**config.mk**
```make
export PLATFORM = sky130hd
export DESIGN_NAME = wmem_window_ctrl
export DESIGN_NICKNAME = d
export VERILOG_FILES = /design/src/rtl/wmem_pkg.sv /design/src/rtl/wmem_regs.sv /design/src/rtl/wmem_window.sv /design/src/rtl/wmem_window_ctrl.sv
export SDC_FILE = /design/constraint.sdc
export NUM_CORES = 1
export LEC_CHECK = 0
export BUFFER_PORTS_ARGS = -buffer_cell sky130_fd_sc_hd__buf_4
export CORE_ASPECT_RATIO = 1.5
export CORE_UTILIZATION = 39
export DETAILED_ROUTE_END_ITERATION = 12
export PLACE_DENSITY = 0.75
export SETUP_SLACK_MARGIN = 0.3
export SYNTH_ARGS = -nofsm -noshare
export SYNTH_HDL_FRONTEND = slang
export SYNTH_SLANG_ARGS = --single-unit
```
**constraint.sdc**
```tcl
create_clock -name clk -period 1.72 [get_ports clk]
set_input_delay 0.344 -clock clk [delete_from_list [all_inputs] [get_ports clk]]
set_output_delay 0.344 -clock clk [all_outputs]
set_load 0.01 [all_outputs]
```
**src/rtl/wmem_pkg.sv**
```systemverilog
package wmem_pkg;
   typedef enum logic [1:0] {
      MIR_VERT   = 2'd0,
      MIR_HORZ   = 2'd1,
      MIR_ONE_LO = 2'd2,
      MIR_ONE_HI = 2'd3
   } mirror_e;

   localparam logic [15:0] REG_BIOS   = 16'h4180;
   localparam logic [15:0] REG_MIRROR = 16'h418D;
   localparam logic [15:0] REG_RDBANK = 16'h4190;
   localparam logic [15:0] REG_WRBANK = 16'h4191;
   localparam logic [15:0] REG_VBANK  = 16'h4198;
endpackage

```
**src/rtl/wmem_regs.sv**
```systemverilog
module wmem_regs
   import wmem_pkg::*;
#(
   parameter int ADDR_W    = 16,
   parameter int DATA_W    = 8,
   parameter int BANK_W    = 4,
   parameter int VBANK_W   = 6,
   parameter int BIOS_W    = 3,
   parameter bit SRAM_CTRL = 1'b1
) (
   input  logic               clk,
   input  logic               rst_n,
   input  logic [ADDR_W-1:0]  addr,
   input  logic [DATA_W-1:0]  wdata,
   input  logic               we,
   output logic [BANK_W-1:0]  rd_bank,
   output logic [BANK_W-1:0]  wr_bank,
   output logic               rd_en,
   output logic               wr_en,
   output logic               sram_en,
   output logic [BIOS_W-1:0]  bios_page,
   output logic [VBANK_W-1:0] vram_bank,
   output mirror_e            mirror
);
   localparam int SRAM_BIT = DATA_W - 1;

   initial begin
      if (ADDR_W != 16) $error("wmem_regs: ADDR_W must be 16");
      if (DATA_W < BANK_W || DATA_W < VBANK_W || DATA_W < BIOS_W || DATA_W < 2)
         $error("wmem_regs: DATA_W too narrow for a register field");
   end

   logic hit_bios, hit_mir, hit_rdb, hit_wrb, hit_vb;
   always_comb begin
      hit_bios = we && (addr == REG_BIOS);
      hit_mir  = we && (addr == REG_MIRROR);
      hit_rdb  = we && (addr == REG_RDBANK);
      hit_wrb  = we && (addr == REG_WRBANK);
      hit_vb   = we && (addr == REG_VBANK);
   end

   always_ff @(posedge clk) begin
      if (!rst_n) begin
         rd_bank   <= '0;
         wr_bank   <= '0;
         rd_en     <= 1'b1;
         wr_en     <= 1'b0;
         bios_page <= '0;
         vram_bank <= '0;
         mirror    <= MIR_VERT;
      end else begin
         if (hit_rdb) begin
            rd_bank <= wdata[BANK_W-1:0];
            rd_en   <= 1'b1;
            wr_en   <= 1'b0;
         end else if (hit_wrb) begin
            wr_bank <= wdata[BANK_W-1:0];
            wr_en   <= 1'b1;
            rd_en   <= 1'b0;
         end
         if (hit_bios) bios_page <= wdata[BIOS_W-1:0];
         if (hit_vb)   vram_bank <= wdata[VBANK_W-1:0];
         if (hit_mir)  mirror    <= mirror_e'(wdata[1:0]);
      end
   end

   generate
      if (SRAM_CTRL) begin : g_sram
         always_ff @(posedge clk) begin
            if (!rst_n)        sram_en <= 1'b0;
            else if (hit_bios) sram_en <= wdata[SRAM_BIT];
         end
      end else begin : g_nosram
         assign sram_en = 1'b0;
      end
   endgenerate

   a_r3_exclusive: assert property (@(posedge clk) disable iff (!rst_n)
      !(rd_en && wr_en));
   a_r1_read_bank: assert property (@(posedge clk) disable iff (!rst_n)
      ($past(rst_n) && $past(we) && $past(addr) == REG_RDBANK)
      |-> (rd_en && !wr_en && rd_bank == $past(wdata[BANK_W-1:0])));
   a_r2_write_bank: assert property (@(posedge clk) disable iff (!rst_n)
      ($past(rst_n) && $past(we) && $past(addr) == REG_WRBANK)
      |-> (wr_en && !rd_en && wr_bank == $past(wdata[BANK_W-1:0])));
   a_r7_mirror: assert property (@(posedge clk) disable iff (!rst_n)
      ($past(rst_n) && $past(we) && $past(addr) == REG_MIRROR)
      |-> (mirror == mirror_e'($past(wdata[1:0]))));
   a_r12_no_write_stable: assert property (@(posedge clk) disable iff (!rst_n)
      ($past(rst_n) && !$past(we)) |-> ($stable(rd_bank) && $stable(wr_bank)
      && $stable(bios_page) && $stable(vram_bank) && $stable(mirror)));
endmodule

```
**src/rtl/wmem_window.sv**
```systemverilog
module wmem_window #(
   parameter int                ADDR_W    = 16,
   parameter int                BANK_W    = 4,
   parameter int                WIN_BYTES = 32768,
   parameter logic [15:0]       WIN_BASE  = 16'h6000,
   parameter logic [15:0]       WIN_LIMIT = 16'hE000,
   localparam int               OFF_W     = $clog2(WIN_BYTES),
   localparam int               DRAM_AW   = BANK_W + OFF_W
) (
   input  logic               clk,
   input  logic               rst_n,
   input  logic [ADDR_W-1:0]  addr,
   input  logic               we,
   input  logic               re,
   input  logic [BANK_W-1:0]  rd_bank,
   input  logic [BANK_W-1:0]  wr_bank,
   input  logic               rd_en,
   input  logic               wr_en,
   input  logic               sram_en,
   output logic [DRAM_AW-1:0] dram_addr,
   output logic               dram_sel,
   output logic               sram_sel,
   output logic               dflt_sel
);
   initial begin
      if ((1 << OFF_W) != WIN_BYTES) $error("wmem_window: WIN_BYTES must be a power of two");
      if (int'(WIN_LIMIT) - int'(WIN_BASE) != WIN_BYTES)
         $error("wmem_window: window span must equal WIN_BYTES");
   end

   logic              in_win;
   logic [ADDR_W-1:0] rel;
   logic [BANK_W-1:0] bank;

   always_comb begin
      in_win    = (addr >= WIN_BASE) && (addr < WIN_LIMIT);
      rel       = addr - WIN_BASE;
      bank      = we ? wr_bank : rd_bank;
      dram_addr = {bank, rel[OFF_W-1:0]};
      dram_sel  = in_win && ((we && wr_en) || (re && rd_en && !sram_en));
      sram_sel  = in_win && sram_en && (we || re);
      dflt_sel  = re && (addr >= WIN_BASE) && !dram_sel && !sram_sel;
   end

   a_r5_high_no_dram: assert property (@(posedge clk) disable iff (!rst_n)
      (addr >= WIN_LIMIT) |-> !dram_sel);
   a_r5_low_no_dram: assert property (@(posedge clk) disable iff (!rst_n)
      (addr < WIN_BASE) |-> !dram_sel);
   a_r6_one_target: assert property (@(posedge clk) disable iff (!rst_n)
      $onehot0({dram_sel && !we, sram_sel && !we, dflt_sel}));
   a_r5_disabled_read: assert property (@(posedge clk) disable iff (!rst_n)
      (re && !we && !rd_en) |-> !dram_sel);
endmodule

```
**src/rtl/wmem_window_ctrl.sv**
```systemverilog
module wmem_window_ctrl
   import wmem_pkg::*;
#(
   parameter int  BANK_W    = 4,
   parameter int  VBANK_W   = 6,
   parameter int  BIOS_W    = 3,
   parameter int  WIN_BYTES = 32768,
   parameter bit  SRAM_CTRL = 1'b1,
   localparam int ADDR_W    = 16,
   localparam int DATA_W    = 8,
   localparam int DRAM_AW   = BANK_W + $clog2(WIN_BYTES)
) (
   input  logic               clk,
   input  logic               rst_n,
   input  logic [ADDR_W-1:0]  cpu_addr,
   input  logic [DATA_W-1:0]  cpu_wdata,
   input  logic               cpu_we,
   input  logic               cpu_re,
   output logic [DRAM_AW-1:0] dram_addr,
   output logic               dram_sel,
   output logic               dram_rd_en,
   output logic               dram_wr_en,
   output logic               sram_sel,
   output logic               sram_en,
   output logic               dflt_sel,
   output logic [BIOS_W-1:0]  bios_page,
   output logic [VBANK_W-1:0] vram_bank,
   output logic [1:0]         mirror_mode
);
   logic [BANK_W-1:0] rd_bank, wr_bank;
   mirror_e           mir;

   wmem_regs #(
      .ADDR_W(ADDR_W), .DATA_W(DATA_W), .BANK_W(BANK_W),
      .VBANK_W(VBANK_W), .BIOS_W(BIOS_W), .SRAM_CTRL(SRAM_CTRL)
   ) u_regs (
      .clk(clk), .rst_n(rst_n), .addr(cpu_addr), .wdata(cpu_wdata), .we(cpu_we),
      .rd_bank(rd_bank), .wr_bank(wr_bank), .rd_en(dram_rd_en), .wr_en(dram_wr_en),
      .sram_en(sram_en), .bios_page(bios_page), .vram_bank(vram_bank), .mirror(mir)
   );

   wmem_window #(
      .ADDR_W(ADDR_W), .BANK_W(BANK_W), .WIN_BYTES(WIN_BYTES),
      .WIN_BASE(16'h6000), .WIN_LIMIT(16'hE000)
   ) u_win (
      .clk(clk), .rst_n(rst_n), .addr(cpu_addr), .we(cpu_we), .re(cpu_re),
      .rd_bank(rd_bank), .wr_bank(wr_bank), .rd_en(dram_rd_en), .wr_en(dram_wr_en),
      .sram_en(sram_en), .dram_addr(dram_addr), .dram_sel(dram_sel),
      .sram_sel(sram_sel), .dflt_sel(dflt_sel)
   );

   assign mirror_mode = mir;

   a_r8_vram_bank: assert property (@(posedge clk) disable iff (!rst_n)
      ($past(rst_n) && $past(cpu_we) && $past(cpu_addr) == REG_VBANK)
      |-> (vram_bank == $past(cpu_wdata[VBANK_W-1:0])));
   a_r9_bios_page: assert property (@(posedge clk) disable iff (!rst_n)
      ($past(rst_n) && $past(cpu_we) && $past(cpu_addr) == REG_BIOS)
      |-> (bios_page == $past(cpu_wdata[BIOS_W-1:0])));
endmodule

```
==> results of run 1 <==
==> synthesized netlist by cell type (2+ instances only) <==
cell type and number:
mux2_2 4, clkbuf_1 3, inv_1 4, buf_4 14, nand2_1 27, dfxtp_1 22, nor2_1 2, mux2i_1 20
or3_1 2, nor3_2 2
==> registers in the layout, indices dropped and copies added (netlist names) <==
| name | flops |
|---|---|
| u_regs.wr_bank | 4 |
| u_regs.vram_bank | 6 |
| u_regs.rd_bank | 4 |
| u_regs.sram_en | 1 |
| u_regs.bios_page | 3 |
| u_regs.rd_en | 1 |
| u_regs.mirror | 2 |
| u_regs.wr_en | 1 |
==> how the worst max path moves through the flow <==
stage | from | end | slack [ns] | depth (start not counted)
after floorplan | cpu_we | u_regs.wr_en$_SDFFE_PP0P_ | -0.009 | 6
after global placement | cpu_addr[1] | u_regs.wr_en$_SDFFE_PP0P_ | -0.17 | 5
after detailed placement | cpu_addr[1] | u_regs.rd_bank[2]$_SDFFE_PN0P_ | -0.18 | 5
after CTS | u_regs.sram_en$_SDFFE_PN0P_ | dflt_sel | 0.05 | 5
after global routing | u_regs.sram_en$_SDFFE_PN0P_ | dflt_sel | -0.01 | 5
final | u_regs.sram_en$_SDFFE_PN0P_ | dflt_sel | 0.05 | 5
==> cells in the final DEF, fill, tap and decap left out, drive strengths merged, types with 2 or more instances in the layout <==
cell    synthesis  layout
buf            16      72
clkbuf          3       3
dfxtp          22      22
inv             4       4
mux2            4       4
mux2i          20      20
nand2          27      27
nor2            2       2
nor3            3       3
or3             2       2
==> critical path: cells and delay by family (launching register included) <==
kind,cells,cell delay (ns)
compound gates,1,0.11
flops,1,0.33
fa+ha+maj,1,0.30
simple gates,1,0.16
buf+inv,2,0.19
==> cell families (layout without fill, tap and decap cells) <==
family | after synthesis | after routing
adders and majority gates | 1 | 1
muxes | 24 | 24
buffers and inverters | 23 | 79
and+or+nand+nor | 45 | 45
AOI/OAI and AO/OA | 4 | 4
xor gates and xnor gates | 2 | 2
DFF | 22 | 22
==> per-layer routing <==
layer	GRT usage	wire, um	vias up
met4	0.0772	21	0
met2	0.320	1470	57
met1	0.197	1080	459
met3	0.00792	239	2
li1	-	-	510
met5	0	0	-
==> what timing repair did <==
action                     4_1_cts  5_1_grt
hold buffers                     0        0
resized for setup               13       25
setup endpoints to repair       17       23
cloned                           0        0
pin swaps                        3        9
buffers inserted                 1        2
==> where the power goes <==
| part | total [mW] | switching [mW] | internal (mW) |
|---|---|---|---|
| combinational | 0.184 | 0.0789 | 0.105 |
| clock | 0.307 | 0.151 | 0.156 |
| sequential | 0.509 | 0.00000274 | 0.509 |
==> layout make-up <==
| class | instances | area (sq um) |
|---|---|---|
| fillers | 216 | 937 |
| multi-input cells | 76 | 651 |
| repair buffers | 72 | 601 |
| flip-flops and latches | 22 | 443 |
| well taps | 37 | 46.3 |
| clock buffers | 3 | 41.3 |
| inverters | 4 | 15.0 |
==> stage by stage <==
stage | setup TNS, ns | total power [mW] | std cells
4_1_cts | 0 | 0.977 | 212
3_3_place_gp | -0.959 | 0.671 | 208
6_report | 0 | 0.999 | 214
2_1_floorplan | -0.0359 | 0.598 | 121
3_5_place_dp | -1.05 | 0.675 | 208
5_1_grt | -0.0147 | 1.03 | 214
==> flow_results.org, run 1 <==
** Flow run
- The tool flagged a number of max-cap violations equal to 0.

** GRT
- The initial antenna violation count is 0.
- Number of global-route vias before repair :: 923
- Maximum number of pins on one net before global-route repair :: 30
- Wire length of the first global-routing pass :: 4000 um
- The total overflow left after global routing is 0.
- Global routing usage summed across all routing layers :: 0.174

** Final layout
- After routing the design area is 1800 sq um.
- The area growth from synthesis to layout is 57.8%.
- Fraction of final layout cells sized beyond drive strength 1 :: 0.554
- Final layout net count :: 207
- For this run, the share of the core covered by cells in the final layout is 0.657.
- Antenna diodes :: 0

** STA
- Worst hold slack :: 0.339 ns
- Final hold violation count :: 0
- Setup violations remaining at the end of the flow were counted as 0.
- Transition time at the pin with the least slew margin :: 0.267 ns
- Minimum period implied by the final worst setup slack :: 1.67 ns
- Share of the clock period used by the worst path after layout :: 0.973
- Headroom to the max-slew limit came out at 0.822.
- Across all setup checks in the final design, the least slack found is 0.0467 ns.
- Final slew viol count :: 0
- Achievable clock frequency :: 598 MHz
- Setup repair after global routing could not meet its margin everywhere.
- Post-route clock skew :: 0 ns

** Synth
- Yosys printed 0 warnings.
- The cell count after synthesis came out at 121.
- Compound-gate portion of the synthesized area :: 0.0275
- Multiplexer fraction of the synthesized cell area :: 0.215
- Post-Synthesis Net Count :: 149
- Count of cell types in the netlist :: 31
- Counting flops and latches in the post-synthesis netlist gives 22.
- Average size of a mapped cell :: 9.41 sq um
- Counting flops with a built-in enable in the synthesized netlist gives 0.
- Of the total synthesized cell area, the portion taken by full adders, half adders and majority gates is 0.00879.
- Of the post-synthesis cell area, the dominant cell type holds 0.387.
- Of the total synthesized cell area, the portion taken by XOR and XNOR cells is 0.0154.
- Post-synth top area cell :: dfxtp_1
- In the synthesized netlist the async set-or-reset flop fraction comes to 0.
- Post-Synthesis Cell Area :: 1140 sq um
- Dominant combinational cell family by area after synthesis :: simple AND/OR/NAND/NOR gates
- Leading cell types by total area after synthesis :: dfxtp_1, mux2i_1, buf_4, nand2_1, mux2_2
- The most used flip-flop cell after synthesis is dfxtp_1.
- Post-synthesis simple-gate area fraction :: 0.216
- Post-synthesis sequential area ratio :: 0.387

** Drt
- After detailed routing, the average wire length per cell comes to 13.1 um.
- The detailed router placed 1028 vias in this run.
- Vias/cell :: 4.80
- After detailed routing, the total wire length is 2810 um.
- Number of antenna-violating nets in the routed design :: 0
- Remaining routing DRC violations :: 0
- For this block, the initial DRC count from the detailed router was 11.
- Before antenna repair, the detailed router went through 4 iterations.

** Status
- Outcome :: complete, no violations

** Clock network
- TritonCTS clock tree :: yes
- In this run, CTS created clock tree buffers numbering 3.
- CTS placed an instance of clkbuf_8 at the clock tree root.
- Clock latency reported for the late side of the worst-skew pair :: 0.25 ns
- Clock tree sinks :: 22
- Clock transition at the register clock pins on the worst setup and hold paths after CTS :: 0.07 ns
- Maximum clock path buffer count :: 2
- CTS H-Tree Depth :: 1

** Floorplan
- From left edge to right edge, the die measures 46.1 um.
- Vertical die dimension :: 68.2 um
- 64 I/O pins were placed.
- Row generation in the floorplan step produced 23 rows.
- Core ar. :: 2730 sq um
- Effective utilization at floorplan :: 0.416
- The die covers 3140 sq um.

** Critical path
- Maximum cell stage delay along the critical path :: 0.33 ns
- The startpoint identified for the worst register-to-register timing path is u_regs.sram_en$_SDFFE_PN0P_.
- Endpoint type of the worst setup path :: output port
- Arrival time reported for the critical path endpoint :: 1.33 ns
- The signal on the critical path passes through inv_2 -> a32oi_2 -> maj3_2 -> and3b_1 -> buf_4.
- Capturing point of the worst reg2reg path :: u_regs.sram_en$_SDFFE_PN0P_
- Among all stages on the critical path, the largest delay is contributed by dfxtp_2.
- Start-to-end type of the worst setup path :: register to output port
- Data required, critical path :: 1.38 ns
- Slack of the worst reg-to-reg path :: 1.04 ns
- Crit Path Max Fanout :: 2
- STA classifies the critical path startpoint as a register.
- The number of cells on the worst reg-to-reg path is 3.

** Power
- PwrDens :: 556 nW/um^2
- The analysis attributes to cell leakage a power of 0.854 nW.
- Across the VDD grid, the largest voltage drop is 0.472 mV.

** Placement
- Post-place instance area :: 1580 sq um
- DP Worst Slack :: -0.181 ns
- Buffers placed on the I/O ports in this run total 62.
- Weighted congestion reported at the end of routability-driven placement :: 0.734
- Detailed placement HPWL :: 2080 um

** Worst hold path
- In this run the worst hold path is classified as primary input to register.
- The worst hold path terminates at u_regs.vram_bank[5]$_SDFFE_PN0P_.
- In this run the most critical hold path is launched from cpu_wdata[5].
- The worst hold path passes through 3 cells.
No activity file was read; power rests on OpenSTA's default activity.
==> inputs of run 2 (changes only) <==
Settings changed: ABC_AREA set to 1, CORE_UTILIZATION 39 to 42.
==> run 2 against run 1 <==
  * Total power grew 6.8%
  * Die area grew 16%
  * Wire length grew 12%
  * Utilization shrank 5.9 points
  * Non-clock buffer count shrank 8
  * Setup slack gained 0.077 ns
  * Global-route usage grew 0.94 points
  * Clock-buffer cell count grew 1
==> flow_results.org, run 2 <==
** Worst hold path
- WHS Endpoint :: u_regs.rd_en$_SDFFE_PP1P_
- In this run the worst hold path is classified as primary input to register.
- Hold Startpoint :: rst_n
- Depth of the worst hold-timing path :: 2

** Final layout
- Most frequent cells in the layout :: buf_4, nand2_1, nor2_1
- Of the cells placed in the final design, the portion with a size suffix greater than 1 is 0.326.
- The register with the most flip-flops in the layout has 6 of them.
- Final layout net count :: 308
- Registers with the highest flip-flop counts :: u_regs.vram_bank x6, u_regs.rd_bank x4, u_regs.wr_bank x4
- Area of all placed cells without fillers :: 1910 sq um
- Antenna diodes :: 0
- Top reg by flops :: u_regs.vram_bank
- Most common library cell in the layout ignoring fill and taps :: buf_4
- Filler Cell Count :: 341
- The area growth from synthesis to layout is 33.0%.

** Critical path
- Data on the critical path arrives at its endpoint at 1.25 ns.
- Launching element type of the critical path :: register
- Slack of the worst reg-to-reg path :: 1.02 ns
- Endpoint type of the worst setup path :: output port
- Start-to-end type of the worst setup path :: register to output port
- The critical path starts at u_regs.rd_en$_SDFFE_PP1P_.
- Capturing point of the worst reg2reg path :: u_regs.rd_en$_SDFFE_PP1P_
- Counting cells, the worst reg-to-reg path comes to 3.
- Reg-to-reg critical path startpoint :: u_regs.rd_en$_SDFFE_PP1P_
- Data required, critical path :: 1.38 ns
- Crit Path Max Fanout :: 2

** Drt
- For this block, the initial DRC count from the detailed router was 40.
- After detailed routing, the number of remaining DRC violations is 0.
- The routed layout has 1449 vias.
- Dividing the detail-routed wire length by the instance count gives 9.89 um.
- Total detailed-routing wirelength :: 3150 um
- Using the TritonRoute via totals, the vias-per-cell ratio works out to 4.54.
- Number of antenna-violating nets in the routed design :: 0
- The first detailed-routing pass ran for 4 iterations.

** Synth
- During synthesis, Yosys emitted a total of 0 warnings.
- Leading cell types by total area after synthesis :: dfxtp_1, nand2_1, nor2_1, inv_1, buf_4
- Xor and xnor fraction of the mapped netlist area :: 0.0122
- Of all flip-flops after synthesis, the portion carrying an async set or reset was 0.
- Flip-flop and latch count after synthesis :: 22
- Dominant combinational cell family by area after synthesis :: simple AND/OR/NAND/NOR gates
- Compound-gate portion of the synthesized area :: 0.0296
- After technology mapping, the gate count stands at 229.
- The share of synthesized area in the top cell type comes to 0.307.
- Post-Synthesis Cell Area :: 1440 sq um
- After synthesis, the mean cell area works out to 6.27 sq um.
- By count the netlist is led by nand2_1, nor2_1, inv_1.
- For this run, the leading register cell type out of synthesis is dfxtp_1.
- For this run, the register share of the synthesized area comes to 0.307.
- Post-synth top area cell :: dfxtp_1
- Multiplexer fraction of the synthesized cell area :: 0
- The number of nets in the synthesized netlist is 257.
- Most repeated cell in the gate-level netlist after synthesis :: nand2_1
- Post-synthesis simple-gate area fraction :: 0.455
- The synthesized design contains 0 enable-type register cells.
- Arithmetic-cell share of the synthesized area counting full adders, half adders and majority gates :: 0
- Count of cell types in the netlist :: 20

** GRT
- Wire length of the first global-routing pass :: 5290 um
- The initial antenna violation count came to 0.
- Maximum number of pins on one net before global-route repair :: 27
- Congestion Overflow GR :: 0
- Across every metal layer, demand over resource in global routing totals 0.183.
- Number of global-route vias before repair :: 1294

** Power
- Summed over all cells, the static leakage comes to 0.980 nW.
- PwrDens :: 559 nW/um^2
- Overall power consumption after layout is estimated at 1.07 mW.
- Across the VDD grid, the largest voltage drop is 0.544 mV.

** Status
- The flow ran to the end, and the final reports show no timing, DRC or antenna violations.

** Placement
- The congestion estimate from routability-driven global placement came to 0.730.
- DP Worst Slack :: 0.155 ns
- Post-place instance area :: 1810 sq um
- After legalization and detailed placement, the total HPWL measured 2520 um.
- In this run the tool buffered the top-level ports with 62 buffer cells.

** Clock network
- At the later pin of the worst-skew pair, clock insertion delay measures 0.26 ns.
- In this run, CTS created clock tree buffers numbering 3.
- TritonCTS clock tree :: yes
- Root Buffer Master :: clkbuf_8
- The tree built by TritonCTS fans out to 22 sinks.
- Clock-pin slew was measured on the worst setup and hold paths at 0.08 ns.
- Number of buffers added to fix hold violations after cts :: 0
- Maximum clock path buffer count :: 2
- CTS H-Tree Depth :: 1

** STA
- Of the available clock period, the critical path in the final layout requires 0.928.
- Transition time at the pin with the least slew margin :: 0.352 ns
- Final slew viol count :: 0
- Final hold violation count :: 0
- The worst path in the final design needs a cycle of 1.60 ns, including I/O delays and setup.
- Timing would allow up to 626 MHz.
- Post-route clock skew :: 0 ns
- Worst path setup slack after routing :: 0.124 ns
- Headroom to the max-slew limit came out at 0.765.
- Setup repair after global routing could not meet its margin everywhere.
- Total Neg Setup Slack :: 0 ns
- Final setup fails :: 0

** Floorplan
- Top Ports :: 64
- Standard-cell row count :: 25
- Vertical die dimension :: 73.6 um
- Measured along the x axis, the die boundary spans 49.7 um.
- Die area :: 3660 sq um
- Core ar. :: 3190 sq um
- Effective utilization at floorplan :: 0.450

** Flow run
- Across the run, the number of max-cap violations was 0.
[run 2: cell types whose count changed in the layout (fill, tap and decap cells not counted), sizes merged, moves of 13 or more]
| cell | change |
|---|---|
| inv | +34 |
| nand2 | +28 |
| nand4 | +13 |
| mux2i | -20 |
| nor2 | +54 |
| nand3 | +15 |
[run 2: layout make-up]
cell class	count	area [sq um]	share of cell area
clock buffer	4	55.1	0.0289
inverter	38	143	0.0748
multi-input combinational	151	737	0.386
sequential	22	443	0.232
tap	40	50.0	0.0262
timing repair buffer	64	480	0.252
[run 2: critical path, stage by stage, from the launching register on]
cell and delay, ns:
dfxtp_2 0.33, nand2_2 0.05, nor2_2 0.10, a21oi_2 0.04, or2_4 0.25, nand2_2 0.05
nor2_1 0.04, buf_4 0.13
[run 2: worst max path at each step]
| stage | depth (start not counted) | slack (ns) | to |
|---|---|---|---|
| finish | 7 | 0.12 | dflt_sel |
| global placement | 7 | 0.17 | dflt_sel |
| CTS | 7 | 0.16 | dflt_sel |
| global route | 7 | 0.06 | dflt_sel |
| detailed placement | 7 | 0.16 | dflt_sel |
| floorplan | 5 | 0.42 | dflt_sel |
[run 2: stage by stage]
step,utilization,hold WS [ns],std cells
3_3_place_gp,0.568,0.464,313
5_1_grt,0.598,0.392,319
3_5_place_dp,0.568,0.471,313
4_1_cts,0.589,0.388,318
6_report,0.598,0.388,319
2_1_floorplan,-,0.452,229
[run 2: kinds of logic after synthesis]
logic type      Yosys count
compound gates            8
xor+xnor                  2
buf+inv                  56
flops                    22
simple gates            141
[run 2: routing by layer]
| metal | share of wire | GRT usage | vias up |
|---|---|---|---|
| li1 | - | - | 783 |
| met1 | 0.39 | 0.183 | 618 |
| met2 | 0.55 | 0.381 | 44 |
| met3 | 0.053 | 0.0248 | 4 |
| met4 | 0.0095 | 0.0476 | 0 |
| met5 | 0 | 0 | - |
[run 2: timing repair]
item | CTS | global route
buffers inserted | 1 | 1
hold endpoints to repair | 0 | 0
pin swaps | 0 | 3
gates resized for setup | 2 | 7
setup endpoints to repair | 2 | 3
[run 2: power breakdown]
part | leakage (nW) | internal, mW | switching [mW]
clock | 0.0288 | 0.204 | 0.162
sequential | 0.177 | 0.509 | 0.00000426
combinational | 0.774 | 0.0927 | 0.100
total | 0.980 | 0.805 | 0.262
